## src/rtl/rxs_pkg.sv

```systemverilog
// Package rxs_pkg
// Shared register width, bit positions and mode codes for the receive
// status register. Assumes an 8-bit register with fixed flag positions.
package rxs_pkg;
    localparam int REG_W     = 8;
    localparam int BIT_EOM   = 7;
    localparam int BIT_ABORT = 5;
    localparam int BIT_FRRB  = 4;   // framing error / residual bit
    localparam int BIT_OVRN  = 3;
    localparam int BIT_CRC   = 2;

    localparam logic [REG_W-1:0] LIVE_MASK =
        (REG_W'(1) << BIT_EOM)  | (REG_W'(1) << BIT_ABORT) |
        (REG_W'(1) << BIT_FRRB) | (REG_W'(1) << BIT_OVRN)  |
        (REG_W'(1) << BIT_CRC);
    localparam logic [REG_W-1:0] RSVD_MASK = ~LIVE_MASK;

    typedef enum logic [1:0] {
        MODE_ASYNC = 2'd0,
        MODE_BYTE  = 2'd1,
        MODE_BIT   = 2'd2,
        MODE_NONE  = 2'd3
    } rx_mode_e;
endpackage

```

## src/rtl/rxs_event_qual.sv

```systemverilog
// Module rxs_event_qual
// Turns the raw receiver strobes into a per-bit set vector, keeping only
// the events that count in the current mode and adding the forced
// end-of-message. Purely combinational; assumes strobes last one cycle.
module rxs_event_qual
    import rxs_pkg::*;
(
    input  rx_mode_e         mode,
    input  logic             cfg_crc_xfer,
    input  logic             ev_framing,
    input  logic             ev_resid_info,
    input  logic             ev_resid_fcs,
    input  logic             ev_overrun,
    input  logic             ev_crc,
    input  logic             ev_abort,
    input  logic             ev_eom,
    output logic [REG_W-1:0] set_vec
);
    logic resid_sel;

    // Pick the residual strobe that matches the check-sequence transfer setting.
    always_comb resid_sel = cfg_crc_xfer ? ev_resid_info : ev_resid_fcs;

    // Build the set vector for the selected mode.
    always_comb begin
        set_vec = '0;
        unique case (mode)
            MODE_ASYNC: begin
                set_vec[BIT_FRRB] = ev_framing;
                set_vec[BIT_OVRN] = ev_overrun;
            end
            MODE_BYTE: begin
                set_vec[BIT_OVRN] = ev_overrun;
                set_vec[BIT_CRC]  = ev_crc;
                set_vec[BIT_EOM]  = ev_eom;
            end
            MODE_BIT: begin
                set_vec[BIT_FRRB]  = resid_sel;
                set_vec[BIT_OVRN]  = ev_overrun;
                set_vec[BIT_CRC]   = ev_crc;
                set_vec[BIT_ABORT] = ev_abort;
                set_vec[BIT_EOM]   = ev_eom | ev_abort | resid_sel;
            end
            default: set_vec = '0;
        endcase
    end
endmodule

```

## src/rtl/rxs_clear_ctrl.sv

```systemverilog
// Module rxs_clear_ctrl
// Forms the per-bit clear vector from the software write-one-to-clear
// port and the bit-synchronous frame-status hand-off. The receiver reset
// is handled separately in the flag cells because it outranks set events.
module rxs_clear_ctrl
    import rxs_pkg::*;
(
    input  rx_mode_e         mode,
    input  logic             fs_load,
    input  logic             wr_en,
    input  logic [REG_W-1:0] wr_data,
    output logic [REG_W-1:0] clr_vec
);
    // Merge the software clear with the frame-status clear.
    always_comb begin
        clr_vec = wr_en ? (wr_data & LIVE_MASK) : '0;
        if (fs_load && mode == MODE_BIT)
            clr_vec = LIVE_MASK;
    end
endmodule

```

## src/rtl/rxs_flag_cell.sv

```systemverilog
// Module rxs_flag_cell
// One sticky status flag. Priority: chip reset, then receiver reset,
// then set, then clear. Assumes a synchronous active-low chip reset.
module rxs_flag_cell (
    input  logic clk,
    input  logic rst_n,
    input  logic rcv_reset,
    input  logic set_i,
    input  logic clr_i,
    output logic flag_q
);
    // Update the flag; a set event outranks a clear in the same cycle.
    always_ff @(posedge clk) begin
        if (!rst_n || rcv_reset) flag_q <= 1'b0;
        else if (set_i)          flag_q <= 1'b1;
        else if (clr_i)          flag_q <= 1'b0;
    end
endmodule

```

## src/rtl/rx_status_reg.sv

```systemverilog
// Module rx_status_reg
// Receive error/status register for a three-mode serial receiver. Event
// strobes set sticky flags, qualified by mode. Software clears flags by
// writing ones, and the receiver reset or a bit-synchronous frame-status
// hand-off clears all of them. Reserved positions read zero.
module rx_status_reg
    import rxs_pkg::*;
(
    input  logic             clk,
    input  logic             rst_n,
    input  logic [1:0]       mode,
    input  logic             cfg_crc_xfer,
    input  logic             rcv_reset,
    input  logic             fs_load,
    input  logic             ev_framing,
    input  logic             ev_resid_info,
    input  logic             ev_resid_fcs,
    input  logic             ev_overrun,
    input  logic             ev_crc,
    input  logic             ev_abort,
    input  logic             ev_eom,
    input  logic             wr_en,
    input  logic [REG_W-1:0] wr_data,
    output logic [REG_W-1:0] rd_data,
    output logic             eom_flag
);
    rx_mode_e         mode_e;
    logic [REG_W-1:0] set_vec;
    logic [REG_W-1:0] clr_vec;
    logic [REG_W-1:0] flags;

    // Give the raw mode code its enumerated type.
    always_comb mode_e = rx_mode_e'(mode);

    rxs_event_qual u_qual (
        .mode          (mode_e),
        .cfg_crc_xfer  (cfg_crc_xfer),
        .ev_framing    (ev_framing),
        .ev_resid_info (ev_resid_info),
        .ev_resid_fcs  (ev_resid_fcs),
        .ev_overrun    (ev_overrun),
        .ev_crc        (ev_crc),
        .ev_abort      (ev_abort),
        .ev_eom        (ev_eom),
        .set_vec       (set_vec)
    );

    rxs_clear_ctrl u_clr (
        .mode    (mode_e),
        .fs_load (fs_load),
        .wr_en   (wr_en),
        .wr_data (wr_data),
        .clr_vec (clr_vec)
    );

    for (genvar i = 0; i < REG_W; i++) begin : g_bit
        if (LIVE_MASK[i]) begin : g_live
            rxs_flag_cell u_cell (
                .clk       (clk),
                .rst_n     (rst_n),
                .rcv_reset (rcv_reset),
                .set_i     (set_vec[i]),
                .clr_i     (clr_vec[i]),
                .flag_q    (flags[i])
            );
        end else begin : g_rsvd
            assign flags[i] = 1'b0;
        end
    end

    // Drive the read value and the end-of-message output.
    always_comb begin
        rd_data  = flags;
        eom_flag = flags[BIT_EOM];
    end

    // a write never makes a reserved bit readable as 1
    a_r1_reserved_zero: assert property (@(posedge clk) disable iff (!rst_n)
        wr_en |=> (rd_data & RSVD_MASK) == '0);

    // a qualifying overrun is visible on the next cycle
    a_r2_overrun_set: assert property (@(posedge clk) disable iff (!rst_n)
        (ev_overrun && mode != 2'd3 && !rcv_reset) |=> rd_data[BIT_OVRN]);

    // abort in bit sync mode raises abort and end of message together
    a_r6_abort_eom: assert property (@(posedge clk) disable iff (!rst_n)
        (ev_abort && mode == 2'd2 && !rcv_reset) |=> (rd_data[BIT_ABORT] && rd_data[BIT_EOM]));

    // with no clear source active, flags only accumulate
    a_r8_sticky: assert property (@(posedge clk) disable iff (!rst_n)
        (!rcv_reset && !wr_en && !(fs_load && mode == 2'd2))
        |=> ((rd_data & $past(rd_data)) == $past(rd_data)));

    // a frame-status load with no competing event empties the register
    a_r10_fs_clear: assert property (@(posedge clk) disable iff (!rst_n)
        (fs_load && mode == 2'd2 && !rcv_reset && set_vec == '0) |=> rd_data == '0);

    // receiver reset empties the register in one cycle
    a_r11_rcv_reset: assert property (@(posedge clk) disable iff (!rst_n)
        rcv_reset |=> rd_data == '0);
endmodule

```

## config.mk

```make
export PLATFORM = sky130hd
export DESIGN_NAME = rx_status_reg
export DESIGN_NICKNAME = d
export VERILOG_FILES = /design/src/rtl/rxs_pkg.sv /design/src/rtl/rxs_event_qual.sv /design/src/rtl/rxs_clear_ctrl.sv /design/src/rtl/rxs_flag_cell.sv /design/src/rtl/rx_status_reg.sv
export SDC_FILE = /design/constraint.sdc
export NUM_CORES = 1
export LEC_CHECK = 0
export ABC_AREA = 1
export CAP_MARGIN = 20
export CORE_AREA = 2 2 39 41
export DETAILED_ROUTE_END_ITERATION = 8
export DIE_AREA = 0 0 41 43
export PLACE_DENSITY = 0.71
export RECOVER_POWER = 100
export SLEW_MARGIN = 15
export SYNTH_ARGS = -nofsm -noshare
export SYNTH_HDL_FRONTEND = slang
export SYNTH_SLANG_ARGS = --single-unit
```

## constraint.sdc

```tcl
create_clock -name clk -period 2 [get_ports clk]
set_input_delay 0.5 -clock clk [delete_from_list [all_inputs] [get_ports clk]]
set_output_delay 0.5 -clock clk [all_outputs]
set_load 0.1 [all_outputs]
```

# Yosys cells after proc, flatten, opt, wreduce, memory -nomap -nowiden
# Cells that the tools add are included.
dict set report classes {
  n_addsub 0
  mux 18
  multipliers 0
  div_mod_pow 0
  shifts 0
  n_lt_le_gt_ge 0
  n_eq_ne 2
  bitwise 2
  n_reduce_logical 11
}
# operator count
set op_table {}
lappend op_table {{$mux 8} 2}
lappend op_table {{$mux 1} 14}
lappend op_table {{$reduce_bool 2->1} 5}
lappend op_table {{$pmux 1 s2} 2}
lappend op_table {{$reduce_or 3->1} 1}
lappend op_table {{$eq 2x1->1 const B} 1}
lappend op_table {{$eq 2x2->1 const B} 1}
lappend op_table {{$logic_not 2->1} 1}
lappend op_table {{$or 1x1->1} 2}
lappend op_table {{$reduce_or 2->1} 1}
lappend op_table {{$logic_and 1x1->1} 1}
lappend op_table {{$logic_not 1->1} 1}
lappend op_table {{$logic_or 1x1->1} 1}
dict set report totals {
  romBits 0
  ram_bits 0
  latchBits 0
  inputBits 23
  output_inout_bits 9
  memories 0
  regBits 5
  word_cells 38
}

# Logic depth before layout (Yosys ltp)
# Gate-level depths: netlist of run 1.
dict set report logic_depth {
  depth_word 5
  ltp_mapped 8
  depth_no_buf 8
}

# Cells and area by module
# Synthesis of run 1 repeated with hierarchy kept, for this count alone.
dict set report hier_totals {
  cells_unflattened 88
  hier_area_um2 521.8
}
# module area_each_um2 instances cells_each seq_area_each_um2
set by_module_without_submodules {}
lappend by_module_without_submodules {rxs_flag_cell 47.5 5 7 20.0}
lappend by_module_without_submodules {rxs_event_qual 172.7 1 32 0.0}
lappend by_module_without_submodules {rxs_clear_ctrl 77.6 1 16 0.0}
lappend by_module_without_submodules {rx_status_reg 33.8 1 5 0.0}

# Least setup slack after synthesis of run 1
# OpenSTA, ideal clock, no wires.
dict set report synth_path {
  path_type {flip-flop to output port}
  start {register g_bit[7].g_live.u_cell.flag_q}
  end {output rd_data[7]}
  t_required_ns 1.500
  arrival_ns 1.374
  stages_incl_launch_ff 2
  n_path_buf 1
  path_slack_ns 0.126
  cell_sequence {dfxtp_1 > buf_4}
}
# element line_no
set synth_lines {}
lappend synth_lines {{start, declared} rxs_flag_cell.sv:10} ;# output logic flag_q
lappend synth_lines {{start signal, assigned} rxs_flag_cell.sv:14} ;# if (!rst_n || rcv_reset) flag_q <= 1'b0;
lappend synth_lines {{start signal, assigned} rxs_flag_cell.sv:15} ;# else if (set_i) flag_q <= 1'b1;
lappend synth_lines {{start signal, assigned} rxs_flag_cell.sv:16} ;# else if (clr_i) flag_q <= 1'b0;
lappend synth_lines {{end, declared} rx_status_reg.sv:24} ;# output logic [REG_W-1:0] rd_data,
# No word-level cell between the ends.

# Worst setup path after layout of run 1
dict set report layout_path {
  start {input mode[0]}
  end {register g_bit[4].g_live.u_cell.flag_q}
}
dict set report layout_via {
  elab_chain_len 4
  word_cells_on_any_way 7
  classes_between {eq/ne (1); mux (3); reduce/logical (3)}
}
# element line_no
set layout_rtl {}
lappend layout_rtl {{start, declared} rx_status_reg.sv:11} ;# input logic [1:0] mode,
lappend layout_rtl {{$eq 2x2->1} {rxs_event_qual.sv:27, rxs_clear_ctrl.sv:17}}
lappend layout_rtl {{$logic_and 1x1->1} rxs_clear_ctrl.sv:17} ;# if (fs_load && mode == MODE_BIT)
lappend layout_rtl {{$mux 8} rxs_clear_ctrl.sv:17}
lappend layout_rtl {{$reduce_bool 2->1 (no source line)} -}
lappend layout_rtl {{end signal, assigned} rxs_flag_cell.sv:14}
lappend layout_rtl {{end signal, assigned} rxs_flag_cell.sv:15}
lappend layout_rtl {{end signal, assigned} rxs_flag_cell.sv:16}
lappend layout_rtl {{end, declared} rxs_flag_cell.sv:10}
# Parallel ways exist; a longest one is shown, timed or not.
# A chain may end at the register's enable or synchronous reset.

==> impl_results.md, run 1 <==
- Max VDD drop: 0.290 mV
- Worst Hold Class: flip-flop to flip-flop
- Commonest cells in the synthesized netlist: 17 x nand2_1, 12 x inv_1, 8 x buf_4
- Placed cell areas: 619 µm²
- Core area: 1380 µm²
- Die Span X: 41 µm
- Status: complete, no violations
- # port buffers: 25
- Worst setup endpoint: g_bit[4].g_live.u_cell.flag_q$_SDFFE_PP0P_
- Mapped Cells: 60
- Worst R2R Setup Slack: 1.33 ns
- Regs by FF count: g_bit.g_live.u_cell.flag_q (5)
- Worst path cell trace: dlygate4sd3_1 -> inv_1 -> ha_1 -> nand2_1 -> nand3_1 -> nand3_1 -> nand2_1 -> inv_1
- DRC Markers: 0
- Part of the cycle the worst path needs: 84.6%
- Clock Latency Late Sink: 0.24 ns
- Hold depth: 2
- Vias in the first global route: 349
- Overall Global Routing Usage: 11.9%
- Cell family with most CP delay: buffers and inverters
- Most frequent cell after synthesis: nand2_1
- Fin area: 602 µm²
- Post-DP HPWL: 679 µm
- Initial Util: 28.3%
- Syn Area/Cell: 6.53 µm²
- Post-CTS setup buffers: 0
- FF-to-FF Start: g_bit[7].g_live.u_cell.flag_q$_SDFFE_PP0P_
- Routed vias: 389
- WP data arrival: between 1.5 and 2 ns
- # IOs: 32
- Clock slew at the register clock pins of the worst setup and hold paths: 0.04 ns
- Final setup skew: 0 ns
- Total CTS buffers: 3
- Final Hold Fails: 0
- Die area: ~1800 µm²
- Total grt overflow: 0
- Setup TNS: 0 ns
- Detailed Route Iter0 Violations: 1
- Crit Path Max Fanout: 5
- Vias per cell: 3.93
- Critical path depth: 8
- ANT cells: 0
- CP startpoint: mode[0]
- Crit path capture type: flip-flop
- Synthesized area: 392 µm²
- Synth async-reset ratio: 0%
- Sequential-to-total area share from yosys stat: 25.6%
- Worst path max stage delay: 0.58 ns
- Synth-to-Final Area Change: 53.7%
- Routed WL per cell: 8.51 µm
- CP Buf/Inv Count: 3
- EDFF count, synth: 0
- Area share of the largest cell type after synthesis: 25.6%
- Routed Antenna Nets: 0
- CTS Buffer Depth: 2
- Largest register by flop count: g_bit.g_live.u_cell.flag_q
- Clk root buf: clkbuf_4
- Post-Layout Cell Count: 99
- Placed cells: 95
- FF-to-FF path depth: 2
- Synth top area cells: dfxtp_1 26%, nand2_1 16%, buf_4 15%
- Slowest CP cell: dlygate4sd3_1
- Cts hold-fix bufs: 0
- Req. time, crit path: 2.14 ns
- Power Density: 582 nW/µm²
- Synth Warn #: 0
- FF-to-FF End: g_bit[7].g_live.u_cell.flag_q$_SDFFE_PP0P_
- Largest area contributor in the netlist: dfxtp_1
- Initial antenna violation count: 0
- Leakage: 0.314 nW
- Setup violators final: 0
- Final worst path period need: between 1.5 and 2 ns
- Routed WL: 842 µm
- First-pass DRT Iterations: 3
- CTS Sinks: 5
- Slew Limit Fails: 0
- Fin nets: around 110
- Yosys reg bits: 5
- Worst-margin pin slew: between 0.5 and 0.6 ns
- RSZ-0062 raised after global routing: false
- Slew margin rel.: 63.8%
- CTS tree: done
- Max Cap Viol: 0
- Post-synth cell types: 11
- Critical path launch point type: input pin
- Primary FF master, synth: dfxtp_1
- CTS resizes: 0
- Pin count of the biggest net entering global routing: 6
- FP Rows: 14
- Fillers: 146
- Die height: 43 µm
- Max FFs per register: 5
- Gpl congestion: 0.758
- H-tree depth: 1
- Crit path kind: input pin to flip-flop
- Maximum clock frequency: 0.591 GHz
- Share of cells above drive strength 1: 12.0%
- Global-route wire length before repair: 1.38 mm
worst reg2reg max path, delay by kind of cell, from the launching register on:
kind            cells  cell delay [ns]
compound gates      1             0.16
flops               1             0.35
simple gates        1             0.08
cell type report:
cell class / count / area (µm²) / share of cell area (%)
clock buffer: 4 / 26.3 / 4.37
inverter: 12 / 45.0 / 7.48
multi-input combinational: 37 / 190 / 31.6
sequential: 5 / 100 / 16.6
tap: 16 / 20.0 / 3.33
timing repair buffer: 25 / 220 / 36.6
cells by family (layout without fill, tap and decap cells):
group / Yosys count / after routing / synth area share, %
adders and majority gates: 4 / 4 / 12.8
DFF: 5 / 5 / 25.6
and+or+nand+nor: 26 / 26 / 27.8
other: 1 / 3 / 0.958
buffers and inverters: 20 / 41 / 26.8
AOI/OAI and AO/OA: 4 / 4 / 6.07
worst min path at each step:
stage / start / endpoint / slack, ns
final: g_bit[3].g_live.u_cell.flag_q$_SDFFE_PP0P_ / g_bit[3].g_live.u_cell.flag_q$_SDFFE_PP0P_ / 0.48
after global routing: g_bit[3].g_live.u_cell.flag_q$_SDFFE_PP0P_ / g_bit[3].g_live.u_cell.flag_q$_SDFFE_PP0P_ / 0.50
after CTS: g_bit[5].g_live.u_cell.flag_q$_SDFFE_PP0P_ / g_bit[5].g_live.u_cell.flag_q$_SDFFE_PP0P_ / 0.48
after detailed placement: g_bit[5].g_live.u_cell.flag_q$_SDFFE_PP0P_ / g_bit[5].g_live.u_cell.flag_q$_SDFFE_PP0P_ / 0.48
after global placement: g_bit[5].g_live.u_cell.flag_q$_SDFFE_PP0P_ / g_bit[5].g_live.u_cell.flag_q$_SDFFE_PP0P_ / 0.47
after floorplan: g_bit[3].g_live.u_cell.flag_q$_SDFFE_PP0P_ / g_bit[3].g_live.u_cell.flag_q$_SDFFE_PP0P_ / 0.46
layer usage:
metal	wire length, µm	GRT usage, %
met3	112	8.90
met5	0	0
met2	422	18.1
met1	307	12.2
met4	0	4.00
per-stage QoR:
| stage | total power, mW | utilization, % | setup WS, ns | hold slack (ns) |
|---|---|---|---|---|
| global placement | 0.244 | 44.8 | 0.182 | 0.473 |
| finish | 0.350 | 43.5 | 0.308 | 0.480 |
| global route | 0.375 | 43.5 | 0.160 | 0.499 |
| detailed placement | 0.244 | 44.8 | 0.167 | 0.476 |
| floorplan | 0.198 | - | 0.126 | 0.459 |
| CTS | 0.368 | 46.7 | 0.417 | 0.483 |
placed cells by master (no fill, tap or decap), drive strengths merged:
master         count
a21oi              4
clkbuf            10
clkdlybuf4s50     18
conb               3
dfxtp              5
dlygate4sd3        1
ha                 4
inv               12
nand2             18
nand3              7
nor2               1
report_power, final:
group | internal (mW) | leakage (nW) | total (mW) | switching [mW]
clock | 0.0754 | 0.0150 | 0.117 | 0.0416
combinational | 0.0456 | 0.259 | 0.128 | 0.0820
sequential | 0.104 | 0.0407 | 0.106 | 0.00204
(Power assumes the default switching activity.)
==> run 2, diff against run 1 <==
==> constraint.sdc (replaced) <==
create_clock -name clk -period 1.64 [get_ports clk]
set_input_delay 0.41 -clock clk [delete_from_list [all_inputs] [get_ports clk]]
set_output_delay 0.41 -clock clk [all_outputs]
set_load 0.1 [all_outputs]
==> run 2 against run 1 <==
- critical path depth decreased by 7
- clock skew unchanged
- non-clock buffer count increased by 3
- first-iteration DRC count increased to 5.0 times the previous value
- final area increased by 4.6%
- critical path type is now flip-flop to output pin
==> impl_results.md, run 2 (synthesis results as in run 1) <==
- Gpl congestion: ~0.77
- Worst setup endpoint: rd_data[4]
- Most common cell after layout, fill and taps aside: clkdlybuf4s50_1
- Critical path depth: 1
- WP data arrival: 1.04 ns
- FF-to-FF path depth: 4
- Status: complete, no violations
- Worst path max stage delay: 0.46 ns
- Slowest CP cell: clkbuf_2
- Req. time, crit path: 1.23 ns
- Detailed Route Iter0 Violations: 5
- RSZ-0062 raised after global routing: false
- Die height: 43 µm
- Total grt overflow: 0
- Post-DP HPWL: between 700 and 800 µm
- Max VDD drop: 0.647 mV
- Largest register by flop count: g_bit.g_live.u_cell.flag_q
- Crit path kind: flip-flop to output pin
- Routed WL: about 850 µm
- Total power: 0.441 mW
- Maximum clock frequency: 0.688 GHz
- Worst-margin pin slew: 0.543 ns
- Regs by FF count: g_bit.g_live.u_cell.flag_q (5)
- Hold depth: 2
- Final setup skew: 0 ns
- Final Util: 45.5%
- Leakage: 0.328 nW
- CTS Sinks: 5
- CTS Buffer Depth: 2
- # IOs: 32
- FF-to-FF End: g_bit[4].g_live.u_cell.flag_q$_SDFFE_PP0P_
- Die Span X: 41 µm
- Routed Antenna Nets: 0
- Max FFs per register: 5
- Power Density: 700 nW/µm²
- Global-route layer with the greatest usage: met2
- Slew Limit Fails: 0
- CP Buf/Inv Count: 1
- FF-to-FF Start: g_bit[4].g_live.u_cell.flag_q$_SDFFE_PP0P_
- Worst Hold Class: flip-flop to flip-flop
- M1 GR Usage: 13.5%
- Worst R2R Setup Slack: 0.98 ns
- Reg area: 101 µm²
- Critical path launch point type: flip-flop
- Fillers: 153
- Overall Global Routing Usage: 11.3%
- Post-CTS setup buffers: 0
- Synth-to-Final Area Change: 60.7%
- Setup TNS: 0 ns
- FP Rows: 14
- Routed vias: 407
- Worst path cell trace: clkbuf_2
- Share of cells above drive strength 1: 17.4%
- Initial antenna violation count: 0
- Vias per cell: 3.99
- Area of the multi-input gates: between 150 and 200 µm²
- # port buffers: 25
- Final Hold Fails: 0
- Core area: 1380 µm²
- DRC Markers: 0
- First-pass DRT Iterations: 3
- Crit path capture type: output pin
- Clk root buf: clkbuf_4
- Clock Latency Late Sink: 0.24 ns
- Vias in the first global route: 349
- Part of the cycle the worst path needs: 88.6%
- CTS tree: done
- Cts hold-fix bufs: 0
- Routed WL per cell: 8.37 µm
- Pin count of the biggest net entering global routing: 6
- CP startpoint: g_bit[4].g_live.u_cell.flag_q$_SDFFE_PP0P_
- CTS resizes: 0
- ANT cells: 0
- Clock slew at the register clock pins of the worst setup and hold paths: 0.05 ns
- Fin nets: 114
- Initial Util: 28.3%
- Global-route wire length before repair: around 1.3 mm
- Setup violators final: 0
- Max Cap Viol: 0
- Slew margin rel.: 64.0%
- Cell family with most CP delay: buffers and inverters
- Met2 GRT Util: 16.3%
- Most frequent cells in the layout: 19 x clkdlybuf4s50_1, 17 x nand2_1, 12 x inv_1
- H-tree depth: 1
- Grt met3 use: 9.42%
- Crit Path Max Fanout: 2
- Total CTS buffers: 3
- Final worst path period need: 1.45 ns
- Die area: 1760 µm²
-- run 2: cell types whose count changed in the layout (fill, tap and decap cells not counted) --
| cell | delta |
|---|---|
| dlygate4sd3_1 | -1 |
| a21oi_2 | +1 |
| a21oi_1 | -1 |
| dfxtp_2 | +1 |
| clkdlybuf4s50_1 | +1 |
| dfxtp_1 | -1 |
| buf_4 | +3 |
-- run 2: worst min-delay path by stage --
stage	start	endpoint	slack, ns
final	g_bit[5].g_live.u_cell.flag_q$_SDFFE_PP0P_	g_bit[5].g_live.u_cell.flag_q$_SDFFE_PP0P_	0.48
after global routing	g_bit[5].g_live.u_cell.flag_q$_SDFFE_PP0P_	g_bit[5].g_live.u_cell.flag_q$_SDFFE_PP0P_	0.50
after CTS	g_bit[5].g_live.u_cell.flag_q$_SDFFE_PP0P_	g_bit[5].g_live.u_cell.flag_q$_SDFFE_PP0P_	0.52
after detailed placement	g_bit[5].g_live.u_cell.flag_q$_SDFFE_PP0P_	g_bit[5].g_live.u_cell.flag_q$_SDFFE_PP0P_	0.51
after global placement	g_bit[5].g_live.u_cell.flag_q$_SDFFE_PP0P_	g_bit[5].g_live.u_cell.flag_q$_SDFFE_PP0P_	0.51
after floorplan	g_bit[3].g_live.u_cell.flag_q$_SDFFE_PP0P_	g_bit[3].g_live.u_cell.flag_q$_SDFFE_PP0P_	0.46
-- run 2: report_power, final --
group	switching (mW)	internal, mW	total, mW
combinational	0.102	0.0605	0.162
sequential	0.00252	0.127	0.129
clock	0.0568	0.0924	0.149
-- run 2: cell type report --
| class | instances | share of cell area (%) |
|---|---|---|
| tap | 16 | 3.18 |
| timing repair buffer | 28 | 38.6 |
| multi-input combinational | 37 | 30.8 |
| sequential | 5 | 16.1 |
| inverter | 12 | 7.16 |
| clock buffer | 4 | 4.17 |
-- run 2: metal layers --
layer / vias up / wire length, µm
li1: 221 / -
met1: 167 / 352
met2: 19 / 391
met3: 0 / 110
met4: 0 / 0
met5: - / 0
-- run 2: stage by stage --
step                setup slack (ns)  hold slack [ns]  cell area, µm²  instances
floorplan                      0.198            0.459             400         62
global placement             -0.0541            0.508             693         98
detailed placement           -0.0654            0.511             693         98
CTS                            0.196            0.519             719        102
global route                  0.0612            0.503             629        102
finish                         0.187            0.480             629        102
==> run 3, diff against run 2 <==
==> constraint.sdc (replaced) <==
create_clock -name clk -period 1.85 [get_ports clk]
set_input_delay 0.4625 -clock clk [delete_from_list [all_inputs] [get_ports clk]]
set_output_delay 0.4625 -clock clk [all_outputs]
set_load 0.1 [all_outputs]
==> run 3 against run 2 <==
- sequential share of layout area up 0.43 points
- clock skew stayed put
- final area down 3.8%
- die area did not move
- wire length is 6.7% higher
- sequential power decreased by 11%
- combinational power shrank 14%
- clock power down 15%
- largest power group unchanged
- highest routed layer unchanged
==> impl_results.md, run 3 (synthesis results as in run 1) <==
- Status: complete, no violations
- Synth-to-Final Area Change: 54.6%
- Power Density: 631 nW/µm²
- Overall Global Routing Usage: 12.9%
- Post-DP HPWL: 750 µm
- # IOs: 32
- CTS Sinks: 5
- Cell family with most CP delay: buffers and inverters
- Initial Util: 28.3%
- Routed WL: 911 µm
- Total CTS buffers: 3
- Vias in the first global route: around 370
- Final hold slack: 0.485 ns
- Total grt overflow: 0
- Critical path launch point type: input pin
- Worst path cell trace: clkdlybuf4s50_1 -> inv_1 -> ha_1 -> nand2_1 -> nand3_1 -> nand3_1 -> nand2_1 -> inv_1
- Routed WL per cell: 9.20 µm
- Final worst path period need: around 1.5 ns
- Die height: 43 µm
- FP Rows: 14
- Global-route wire length before repair: 1.46 mm
- CTS tree: done
- Crit Path Max Fanout: 5
- CP Buf/Inv Count: 3
- Clock Latency Late Sink: roughly 0.24 ns
- Gpl congestion: 0.772
- Cts hold-fix bufs: 0
- Worst Hold Class: flip-flop to flip-flop
- RSZ-0062 raised after global routing: false
- # port buffers: 25
- Max Cap Viol: 0
- Most common cell after layout, fill and taps aside: clkdlybuf4s50_1
- First-pass DRT Iterations: 4
- Max FFs per register: 5
- Slew Limit Fails: 0
- Req. time, crit path: 2.04 ns
- Core area: 1380 µm²
- Total power: 0.382 mW
- Clock slew at the register clock pins of the worst setup and hold paths: approximately 0.05 ns
- ANT cells: 0
- Pin count of the biggest net entering global routing: 6
- Most frequent cells in the layout: 19 x clkdlybuf4s50_1, 17 x nand2_1, 12 x inv_1
- Placed cells: 95
- Final setup skew: 0 ns
- Slew margin rel.: roughly 64%
- Leakage: 0.314 nW
- Setup violators final: 0
- Initial antenna violation count: 0
- Worst-margin pin slew: approximately 0.54 ns
- Vias per cell: about 4.2
- H-tree depth: 1
- Clk root buf: clkbuf_4
- Slowest CP cell: clkdlybuf4s50_1
- Post-Layout Cell Count: 99
- Maximum clock frequency: 0.650 GHz
- CTS Buffer Depth: 2
- Share of cells above drive strength 1: approximately an eighth
- Part of the cycle the worst path needs: 83.2%
- Routed Antenna Nets: 0
- Worst path max stage delay: 0.51 ns
- Max VDD drop: 0.303 mV
- Fin nets: 111
- Worst R2R Setup Slack: 1.18 ns
- WP data arrival: 1.72 ns
- Post-CTS setup buffers: 0
- Largest register by flop count: g_bit.g_live.u_cell.flag_q
- Setup TNS: 0 ns
- Die Span X: between 40 and 50 µm
- Crit path kind: input pin to flip-flop
- Final Hold Fails: 0
- Die area: 1760 µm²
- Final Util: a little over two fifths
- CTS resizes: 0
- Regs by FF count: g_bit.g_live.u_cell.flag_q (5)
- Fillers: 155
- Crit path capture type: flip-flop
- Routed vias: 413
- Detailed Route Iter0 Violations: 8
- DRC Markers: 0
-- run 3: cell types whose count changed in the layout (fill, tap and decap cells not counted), sizes merged --
cell  delta
buf      -3
-- run 3: final cells by class --
cell class,count,area (µm²),share of cell area (%)
Multi-Input combinational cell,37,194,32.0
Timing Repair Buffer,25,220,36.4
Tap cell,16,20.0,3.31
Inverter,12,45.0,7.44
Clock buffer,4,26.3,4.34
Sequential cell,5,100,16.5
-- run 3: path summary, 6_finish.rpt --
kind	startpoint	end	cells past startpoint
max	mode[0]	g_bit[4].g_live.u_cell.flag_q$_SDFFE_PP0P_	8
min	g_bit[5].g_live.u_cell.flag_q$_SDFFE_PP0P_	g_bit[5].g_live.u_cell.flag_q$_SDFFE_PP0P_	2
max reg2reg	g_bit[4].g_live.u_cell.flag_q$_SDFFE_PP0P_	g_bit[4].g_live.u_cell.flag_q$_SDFFE_PP0P_	4
min reg2reg	g_bit[5].g_live.u_cell.flag_q$_SDFFE_PP0P_	g_bit[5].g_live.u_cell.flag_q$_SDFFE_PP0P_	2
-- run 3: through the flow --
stage,setup WS (ns),area [µm²]
final,0.312,606
after global routing,0.200,606
after CTS,0.293,696
after detailed placement,0.0424,669
after global placement,0.0652,669
after floorplan,0.0137,399
-- run 3: tightest hold or removal path: stages, from the launching register on --
cell     delay, ns
dfxtp_1       0.30
nand3_1       0.08
a21oi_1       0.05
-- run 3: layer usage --
| metal | part of all wire, % | routed length, µm | track usage [%] |
|---|---|---|---|
| met3 | 11 | 103 | 6.28 |
| met2 | 49 | 445 | 19.1 |
| met4 | 0 | 0 | 6.00 |
| met5 | 0 | 0 | 0 |
| met1 | 40 | 362 | 14.8 |
-- run 3: power breakdown --
part	internal [mW]	total, mW	leakage (nW)	switching, mW
clock network	0.0816	0.127	0.0150	0.0456
registers	0.112	0.115	0.0407	0.00246
logic	0.0501	0.140	0.258	0.0901
total	0.244	0.382	0.314	0.138
